==> config.mk <==
export PLATFORM = sky130hd
export DESIGN_NAME = atomic_lock_ctrl
export DESIGN_NICKNAME = d
export VERILOG_FILES = /design/src/rtl/atomic_lock_pkg.sv /design/src/rtl/atomic_mode_decode.sv /design/src/rtl/atomic_lock_timer.sv /design/src/rtl/atomic_lock_ctrl.sv
export SDC_FILE = /design/constraint.sdc
export NUM_CORES = 1
export LEC_CHECK = 0
export ABC_AREA = 1
export BUFFER_PORTS_ARGS = -buffer_cell sky130_fd_sc_hd__buf_2
export CORE_AREA = 2 2 57 59
export DETAILED_ROUTE_END_ITERATION = 7
export DIE_AREA = 0 0 59 61
export PLACE_DENSITY = 0.65
export SLEW_MARGIN = 40
export SYNTH_ARGS = -nofsm -noshare
export SYNTH_HDL_FRONTEND = slang
export SYNTH_SLANG_ARGS = --single-unit
==> constraint.sdc <==
create_clock -name clk -period 1.38 [get_ports clk]
set_clock_uncertainty 0.05 [all_clocks]
set_input_delay 0.069 -clock clk [delete_from_list [all_inputs] [get_ports clk]]
set_output_delay 0.069 -clock clk [all_outputs]
set_load 0.01 [all_outputs]
==> src/rtl/atomic_lock_pkg.sv <==
package atomic_lock_pkg;
  typedef enum logic [1:0] {
    AMODE_NONE = 2'b00,
    AMODE_RAW  = 2'b01,
    AMODE_WAR  = 2'b10,
    AMODE_RSVD = 2'b11
  } amode_e;
endpackage

==> src/rtl/atomic_mode_decode.sv <==
module atomic_mode_decode
  import atomic_lock_pkg::*;
#(
  parameter int NUM_BANKS = 8,
  localparam int BANK_W = (NUM_BANKS > 1) ? $clog2(NUM_BANKS) : 1
) (
  input  logic [2*NUM_BANKS-1:0] bank_mode_i,
  input  logic [BANK_W-1:0]      bank_i,
  input  logic                   valid_i,
  input  logic                   write_i,
  output logic                   take_o,
  output logic                   take_relwr_o,
  output logic                   err_o
);
  amode_e mode;

  always_comb begin
    mode = amode_e'(bank_mode_i[{bank_i, 1'b0} +: 2]);
    take_o       = 1'b0;
    take_relwr_o = 1'b0;
    err_o        = 1'b0;
    if (valid_i) begin
      unique case (mode)
        AMODE_RAW:  take_o = write_i;
        AMODE_WAR: begin
          take_o       = ~write_i;
          take_relwr_o = 1'b1;
        end
        AMODE_RSVD: err_o = 1'b1;
        default:    ;
      endcase
    end
  end
endmodule

==> src/rtl/atomic_lock_timer.sv <==
module atomic_lock_timer #(
  parameter int TIMEOUT = 256,
  localparam int CNT_W = (TIMEOUT > 1) ? $clog2(TIMEOUT) : 1
) (
  input  logic clk,
  input  logic rst,
  input  logic clear_i,
  input  logic run_i,
  output logic expire_o
);
  localparam logic [CNT_W-1:0] LAST = CNT_W'(TIMEOUT - 1);
  logic [CNT_W-1:0] cnt_q;

  always_ff @(posedge clk) begin
    if (rst || clear_i) cnt_q <= '0;
    else if (run_i)     cnt_q <= cnt_q + 1'b1;
  end

  assign expire_o = run_i && (cnt_q == LAST);
endmodule

==> src/rtl/atomic_lock_ctrl.sv <==
module atomic_lock_ctrl #(
  parameter int NUM_BANKS = 8,
  parameter int MASTER_W  = 3,
  parameter int TIMEOUT   = 256,
  localparam int BANK_W = (NUM_BANKS > 1) ? $clog2(NUM_BANKS) : 1
) (
  input  logic                   clk,
  input  logic                   rst,
  input  logic                   acc_valid,
  input  logic [BANK_W-1:0]      acc_bank,
  input  logic                   acc_write,
  input  logic [MASTER_W-1:0]    acc_master,
  input  logic [2*NUM_BANKS-1:0] bank_mode,
  output logic                   lock_active,
  output logic [MASTER_W-1:0]    lock_owner,
  output logic                   timeout_pulse,
  output logic                   acc_blocked,
  output logic                   mode_error
);
  logic                locked_q, relwr_q, blocked_q, err_q, tmo_q;
  logic [MASTER_W-1:0] owner_q;
  logic [BANK_W-1:0]   bank_q;
  logic take_req, take_relwr, err_req, expire;
  logic is_owner, release_now, force_now, take_now;

  atomic_mode_decode #(.NUM_BANKS(NUM_BANKS)) u_decode (
    .bank_mode_i (bank_mode),
    .bank_i      (acc_bank),
    .valid_i     (acc_valid),
    .write_i     (acc_write),
    .take_o      (take_req),
    .take_relwr_o(take_relwr),
    .err_o       (err_req)
  );

  assign is_owner    = locked_q && (acc_master == owner_q);
  assign release_now = acc_valid && is_owner && (acc_bank == bank_q) &&
                       (acc_write == relwr_q);
  assign force_now   = expire && !release_now;
  assign take_now    = !locked_q && take_req;

  atomic_lock_timer #(.TIMEOUT(TIMEOUT)) u_timer (
    .clk     (clk),
    .rst     (rst),
    .clear_i (take_now || release_now || force_now),
    .run_i   (locked_q),
    .expire_o(expire)
  );

  always_ff @(posedge clk) begin
    if (rst) begin
      locked_q  <= 1'b0;
      relwr_q   <= 1'b0;
      owner_q   <= '0;
      bank_q    <= '0;
      blocked_q <= 1'b0;
      err_q     <= 1'b0;
      tmo_q     <= 1'b0;
    end else begin
      blocked_q <= acc_valid && locked_q && !is_owner;
      err_q     <= err_req;
      tmo_q     <= force_now;
      if (take_now) begin
        locked_q <= 1'b1;
        relwr_q  <= take_relwr;
        owner_q  <= acc_master;
        bank_q   <= acc_bank;
      end else if (release_now || force_now) begin
        locked_q <= 1'b0;
        owner_q  <= '0;
      end
    end
  end

  assign lock_active   = locked_q;
  assign lock_owner    = owner_q;
  assign timeout_pulse = tmo_q;
  assign acc_blocked   = blocked_q;
  assign mode_error    = err_q;
endmodule

# Word-level counts from Yosys, hierarchy flattened
# Cells that the tools add are included.
# op_classes
addsub,1
n_eq_ne,7
shift,1
muxes,9
bitwise_logic,2
reduce_logical,18
# ops
operator,count
$shiftx A16 B5 Y2,1
$logic_and A1 B1 Y1,9
$add A8 B1 Y8 const B,1
$eq A8 B8 Y1 const B,1
$eq A3 B3 Y1,2
$mux W1,6
$mux W3,2
$eq A2 B2 Y1 const B,2
$logic_or A1 B1 Y1,4
$logic_not A1 Y1,3
$eq A2 B1 Y1 const B,1
$not A1 Y1,2
$pmux W1 S2,1
$reduce_bool A2 Y1,1
$reduce_or A2 Y1,1
$eq A1 B1 Y1,1
# totals
register_bits,19
out_inout_bits,7
word_cells,46

# Depth between registers and ports, before layout
# Gate-level depths: netlist of the first run.
# depth
ltp_word,10
ltp_mapped,13
ltp_nobuf,12

# Hierarchy
# Synthesis of the first run repeated with hierarchy kept, for this count alone.
# unflattened
hier_cells,193
area_unflattened_um2,1221.2
# modules_own_cells
mod,n_inst,cells_per_inst,area_each_um2
atomic_lock_ctrl,1,77,544.3
atomic_lock_timer,1,52,369.1
atomic_mode_decode,1,64,307.8

# Worst setup path before layout of the first run
# No wires, ideal clock.
# synth_timing
kind,flip-flop to flip-flop
start,register u_timer.cnt_q[0]
end,register u_timer.cnt_q[1]
setup_time_ns,0.066
t_arrival_ns,1.344
required_ns,1.264
path_slack_ns,-0.080
stages_incl_launch_ff,9
path_buffers,0
synth_period_minus_slack_ns,1.460
cell_sequence,dfxtp_1 > ha_1 > nand2_1 > nor2_1 > nand3_1 > nor2_1 > nor3_2 > nand2_4 > a21oi_2
# synth_via
elab_chain_cells,5
word_cells_on_any_way,6
cone_classes,1 x add/sub; 1 x eq/ne; 4 x reduce/logical
# synth_lines
element,line_no,source
from (decl),atomic_lock_timer.sv:12,logic [CNT_W-1:0] cnt_q;
from (signal assigned),atomic_lock_timer.sv:16,else if (run_i) cnt_q <= cnt_q + 1'b1;
branches (longest 5 deep; another with $add A8 B1 Y8),n/a,
# Parallel ways; which one is timed is not known.
# A chain may end at the register's enable or synchronous reset.

# Final worst setup path of the first run
# Same ends and word-level chain as after synthesis.

==> impl_metrics.tcl, run 1 <==
set metrics [dict create \
    avgViaCountPerCell 4.582 \
    synth_top_area_cell "dfxtp_1" \
    timing.slew.headroom 0.7878 \
    fin_hold_ws_ps 108.9 \
    cts_root_buffer "clkbuf_4" \
    drt_first_pass_iters 4 \
    drt_iter0_drc 28 \
    cap_viol_max_count 0 \
    syn2layout_area_growth_pct 39.59 \
    final_nets 256 \
    ant_nets 0 \
    vias 1196 \
    instances_no_fill 261 \
    synth_seq_area_share 0.3279 \
    place_congestion 0.7521 \
    cts.sinks 19 \
    hpwlAfterDp_um 1958 \
    placed_cell_area_um2 1474 \
    clk_latency_ps 300 \
    crit_type "reg2reg" \
    grt_max_degree 11 \
    wirelength_um 2605 \
    grt.total_usage 0.1654 \
    syn_nets 200 \
    h-tree-depth 1 \
    tns_ps -326.2 \
    netlist_instances 173 \
    setup_viol 8 \
    cts_tree "yes" \
    ys_warn_count 0 \
    rsz0062_at_grt "yes" \
    fp.dieW_um 59 \
    grt_pass1_wl_um 4574 \
    wl_met3_um 153 \
    clockBufferDepth 2 \
    critPathArrivalTime_ps 1630 \
    hold_violations 0 \
    fillers 296 \
    layout_commonest_cell "nand2_1" \
    routed.top_layer "met4" \
    port_buffers 32 \
    status "complete, but fails checks" \
    drv_slew 0 \
    diodes 0 \
    worstSetupEndpointType "flop" \
    layout_common_cells "47 x nand2_1, 32 x buf_2, 28 x inv_1" \
    grt_overflow_total 0 \
    power_density_nw_per_um2 745.8 \
    numCtsBuffers 3 \
    dr_wl_met2_um 1247 \
    p_leak_nw 0.8489 \
    synth-seq-cells 19 \
    start_util 0.3928 \
    cp_max_fo 8 \
    violations "negative setup slack" \
    grt_pass1_vias 1126 \
    drc 0 \
    final_cell_area_um2 1619 \
    worst_pin_slew_ps 317.3 \
    clkTransAtPathRegs_ps 110 \
    syn-cell-area_um2 1160 \
    drive_gt1_frac 0.3377 \
    synthTopCellsByArea "dfxtp_1 33%, nand2_1 16%, inv_1 9.4%" \
    routedLengthMet1_um 1194 \
    start_kind "flop" \
    ios 33 \
    fin_crit_ps 1449 \
    syn-mean-instance-area_um2 6.704 \
    dp.cells 251 \
    layout_setup_ws_ps -68.79 \
    min_path_type "in2reg" \
    core-area_um2 2953 \
    final_core_utilization 0.5483 \
    post-route-period-util 1.050 \
    vdd_drop_max_mv 0.6207 \
    max_clock_freq_ghz 0.6902 \
    required_ps 1560 \
    synth_top_area_share 0.3279 \
    synthDistinctLibCells 24 \
    die_h_um 61 \
    rows 20 \
    die_area_um2 3599 \
    grt_antenna_before_repair 0 \
    wl_per_cell_um 9.981 \
]
-- layer usage --
layer | vias up | global-route usage
met5 | - | 0
met4 | 0 | 0.03896
met3 | 2 | 0.04691
met2 | 28 | 0.2762
met1 | 517 | 0.2124
li1 | 649 | -
-- report_power, final --
part	total, mW	internal (mW)	switching [mW]
logic	0.334	0.156	0.178
registers	0.592	0.573	0.0192
clock network	0.282	0.113	0.169
-- critical path, stage by stage (launching register included) --
cell,delay [ps]
dfxtp_2,350
ha_4,160
nand2_4,60
nor2_4,40
nand3_4,80
nor2_4,50
nor3_4,320
nand2_4,140
a21oi_2,120
-- state kept, by name (all words and copies together), names as in the netlist --
register and flops:
lock_owner 3, lock_active 1, bank_q 3, relwr_q 1, timeout_pulse 1, mode_error 1
u_timer.cnt_q 8, acc_blocked 1
-- area by class of cell --
type	count	area, um^2	share of cell area
inverters	31	123.9	0.07651
multi-input cells	120	701.9	0.4335
flip-flops and latches	19	387.9	0.2396
repair buffers	54	337.8	0.2087
clock buffers	4	26.28	0.01623
well taps	33	41.29	0.02550
-- timing repair --
action | in CTS | in global routing
buffers inserted | 1 | 0
hold buffers | 5 | 0
gates cloned | 0 | 0
hold endpoints to repair | 6 | 0
setup endpoints to repair | 12 | 16
resized for setup | 3 | 12
pin swaps | 2 | 10
-- through the flow --
stage	total power [mW]	setup slack [ps]
floorplan	0.7922	-9.122
global placement	0.9096	-66.53
detailed placement	0.9119	-95.81
CTS	1.209	-7.485
global route	1.288	-124.9
finish	1.207	-68.79
-- cells in the mapped netlist --
cell	count
nor3_1	2
ha_1	1
xnor2_1	6
a21oi_1	2
buf_2	1
nand2_4	2
nand4_1	9
nand3_1	17
buf_6	1
nand3_4	1
nor4_1	1
a21oi_2	1
nand2_2	5
nor2_1	15
xor2_1	7
nor3_2	1
inv_8	1
o21ai_1	1
dfxtp_1	19
nand2_1	48
inv_2	1
clkbuf_2	1
inv_1	29
o21ai_2	1
-- cells by family after synthesis --
| logic type | share of synthesized area |
|---|---|
| AOI/OAI and AO/OA | 0.02805 |
| xor gates and xnor gates | 0.09817 |
| adders and majority gates | 0.01079 |
| buffers and inverters | 0.1251 |
| DFF | 0.3279 |
| and+or+nand+nor | 0.4099 |
-- worst paths after layout --
path	from	to	slack (ps)	cells after the start
max	u_timer.cnt_q[0]	u_timer.cnt_q[1]	-70	8
min	acc_write	relwr_q	110	4
max reg2reg	u_timer.cnt_q[0]	u_timer.cnt_q[1]	-70	8
min reg2reg	relwr_q	relwr_q	420	2
(Power assumes the default switching activity.)
==> run 2, diff against run 1 <==
--- a/config.mk
+++ b/config.mk
@@ -5,12 +5,12 @@
 export SDC_FILE = /design/constraint.sdc
 export NUM_CORES = 1
 export LEC_CHECK = 0
-export ABC_AREA = 1
 export BUFFER_PORTS_ARGS = -buffer_cell sky130_fd_sc_hd__buf_2
-export CORE_AREA = 2 2 57 59
+export CORE_AREA = 2 2 54 56
+export CTS_BUF_LIST = sky130_fd_sc_hd__clkbuf_4
 export DETAILED_ROUTE_END_ITERATION = 7
-export DIE_AREA = 0 0 59 61
-export PLACE_DENSITY = 0.65
+export DIE_AREA = 0 0 56 58
+export PLACE_DENSITY = 0.63
 export SLEW_MARGIN = 40
 export SYNTH_ARGS = -nofsm -noshare
 export SYNTH_HDL_FRONTEND = slang
==> run 2 against run 1 <==
The run still ends with negative setup slack left. Synthesized cell count decreased by 43%. Clock-buffer cell count decreased by 1. Via count decreased by 16%. First-iteration DRC count increased by 18%. Total power increased by 2.9%. Non-clock buffer count increased by 16. Flip-flop and latch count unchanged. Clock power increased by 6%. Critical path depth decreased by 1. Cell area increased by 5.1%. Global-route usage increased by 1.3 points. Largest cell class unchanged. Largest power group unchanged. Highest routed layer unchanged.
==> impl_metrics.tcl, run 2 <==
set metrics [dict create \
    synth_seq_area_share 0.3739 \
    multi_input_area_um2 745.7 \
    fin_hold_ws_ps 44.83 \
    start_kind "primary input" \
    placed_cell_area_um2 1406 \
    die_area_um2 3248 \
    rsz0062_at_grt "yes" \
    max_clock_freq_ghz 0.6091 \
    crit_type "in2reg" \
    clkTransAtPathRegs_ps 120 \
    cp_max_fo 7 \
    worst_pin_slew_ps 341.9 \
    diodes 0 \
    vdd_drop_max_mv 0.5240 \
    status "complete, but fails checks" \
    synthDistinctLibCells 28 \
    hold_violations 0 \
    cts_tree "yes" \
    critPathArrivalTime_ps 1830 \
    syn2layout_area_growth_pct 67.28 \
    layout_setup_ws_ps -261.7 \
    fin_crit_ps 1642 \
    largest_register_ff_count 8 \
    synth_edf_count 0 \
    ys_warn_count 0 \
    grt_max_degree 13 \
    drt_first_pass_iters 5 \
    violations "negative setup slack" \
    synth_top_area_share 0.3739 \
    start_util 0.3820 \
    synth-seq-cells 19 \
    ios 33 \
    p_sw_mw 0.3585 \
    clockBufferDepth 2 \
    grt_antenna_before_repair 0 \
    timing.slew.headroom 0.7718 \
    required_ps 1560 \
    dp_slack_ps -660.3 \
    pwr-share-clk 0.242 \
    power_density_nw_per_um2 730.4 \
    syn-cell-area_um2 1017 \
    cts_root_buffer "clkbuf_4" \
    crit_family "multiplexers" \
    seqCellArea_um2 389.1 \
    layout_common_cells "31 x buf_2, 30 x buf_4, 15 x nand2_1" \
    final_cell_area_um2 1702 \
    drc 0 \
    drt_iter0_drc 33 \
    fillers 230 \
    drv_slew 0 \
    numCtsBuffers 3 \
    crit_top_cell "buf_12" \
    cap_viol_max_count 0 \
    syn_nets 126 \
    synthTopCellsByCount "19 x dfxtp_1, 16 x nand2_1, 10 x nor2_1" \
    h-tree-depth 1 \
    cp_cell_sequence "buf_12 -> mux4_2 -> mux2i_4 -> or4b_4 -> o31ai_4 -> buf_12 -> mux2i_2" \
    grt_overflow_total 0 \
    yosysMostFrequentCell "dfxtp_1" \
    largest_register "u_timer.cnt_q" \
    switching_share 0.2884 \
    rows 19 \
    ys.flop_type "dfxtp_1" \
    layout_commonest_cell "buf_2" \
    synthTopCellsByArea "dfxtp_1 37%, mux2i_1 7.9%, xor2_1 7.7%" \
    netlist_instances 99 \
    wl_per_cell_um 14.11 \
    final_nets 198 \
    wirelength_um 2836 \
    synth_top_area_cell "dfxtp_1" \
    seqPwrFrac 0.471 \
    min_path_type "in2reg" \
    syn-mean-instance-area_um2 10.28 \
    die_h_um 58 \
    avgViaCountPerCell 4.985 \
    setup_viol 15 \
    critPathMaxStageDelay_ps 520 \
    p_leak_nw 0.7493 \
    grt.total_usage 0.1779 \
    port_buffers 32 \
    synth-async-reset-ratio 0 \
    cts.sinks 19 \
    hpwlAfterDp_um 2028 \
    place_congestion 0.7268 \
    ant_nets 0 \
    grt_pass1_vias 1033 \
    core-area_um2 2663 \
    grt_pass1_wl_um 4491 \
    vias 1002 \
    cpMaxStageDelayCell "mux4_2" \
    clk_latency_ps 310 \
    post-route-period-util 1.190 \
    worstSetupEndpointType "flop" \
    comb_power_share 0.287 \
    drive_gt1_frac 0.6353 \
    fp.dieW_um 56 \
    path_buf_inv 2 \
    internal-power_mw 0.8844 \
]
[run 2: cell types whose count changed after synthesis, moves of 3 or more]
cell	delta
mux4_2	+3
nand2_2	-5
nor2_1	-5
mux2i_1	+8
nand4_1	-6
inv_1	-27
nand2_1	-32
nand3_1	-16
[run 2: power by group through the flow]
stage                     Sequential (mW)  Clock (mW)  Combinational (mW)
after floorplan                     0.598           0               0.143
after global routing                0.588       0.345               0.386
after CTS                           0.582       0.305               0.334
after global placement              0.591           0               0.269
after detailed placement            0.592           0               0.280
final                               0.586       0.300               0.357
[run 2: final cells by class]
cell class              count  area share
flip-flops and latches     19      0.2287
repair buffers             70      0.2897
well taps                  31     0.02279
clock inverters             1    0.002941
multi-input cells          75      0.4382
clock buffers               3     0.01324
inverters                   2    0.004412
[run 2: cells by family (layout without fill, tap and decap cells)]
family	after synthesis	count (layout)	share of synthesized area
DFF	19	19	0.3739
buffers and inverters	5	76	0.02583
AOI/OAI and AO/OA	7	7	0.08119
muxes	13	13	0.1931
and+or+nand+nor	40	40	0.1931
adders and majority gates	1	1	0.01230
xor gates and xnor gates	14	14	0.1205
[run 2: worst reg2reg max path: stages, from the launching register on]
cell	delay, ps
dfxtp_2	350
nand2b_4	140
or4b_4	520
o31ai_4	90
buf_12	170
mux2i_2	210
[run 2: stage by stage]
step	setup TNS (ps)	cells	power (mW)	util
after floorplan	-6395	99	0.7407	-
after global placement	-8719	186	0.8596	0.5282
after detailed placement	-9841	186	0.8722	0.5282
after CTS	-2853	199	1.221	0.5959
after global routing	-3696	201	1.319	0.6391
final	-2801	201	1.243	0.6391
[run 2: path summary, 6_finish.rpt]
| kind | startpoint | to | slack, ps | depth (start not counted) |
|---|---|---|---|---|
| setup / recovery | acc_bank[0] | lock_owner[1] | -260 | 7 |
| hold / removal | acc_valid | acc_blocked | 40 | 2 |
| setup reg to reg | lock_active | lock_owner[1] | -210 | 5 |
| hold reg to reg | bank_q[2] | bank_q[2] | 440 | 2 |
[run 2: per-layer routing]
| layer | track usage | vias up | routed length, um |
|---|---|---|---|
| met5 | 0 | - | 0 |
| met4 | 0.05442 | 0 | 52 |
| met3 | 0.03795 | 4 | 92 |
| met2 | 0.3328 | 24 | 1600 |
| met1 | 0.2034 | 482 | 1090 |
| li1 | - | 492 | - |
[run 2: timing repair]
item	CTS	global route
endpoints found under the hold margin	5	0
gates resized for setup	14	27
setup endpoints to repair	17	17
pin swaps	11	12
buffers inserted	4	2
hold buffers	5	0
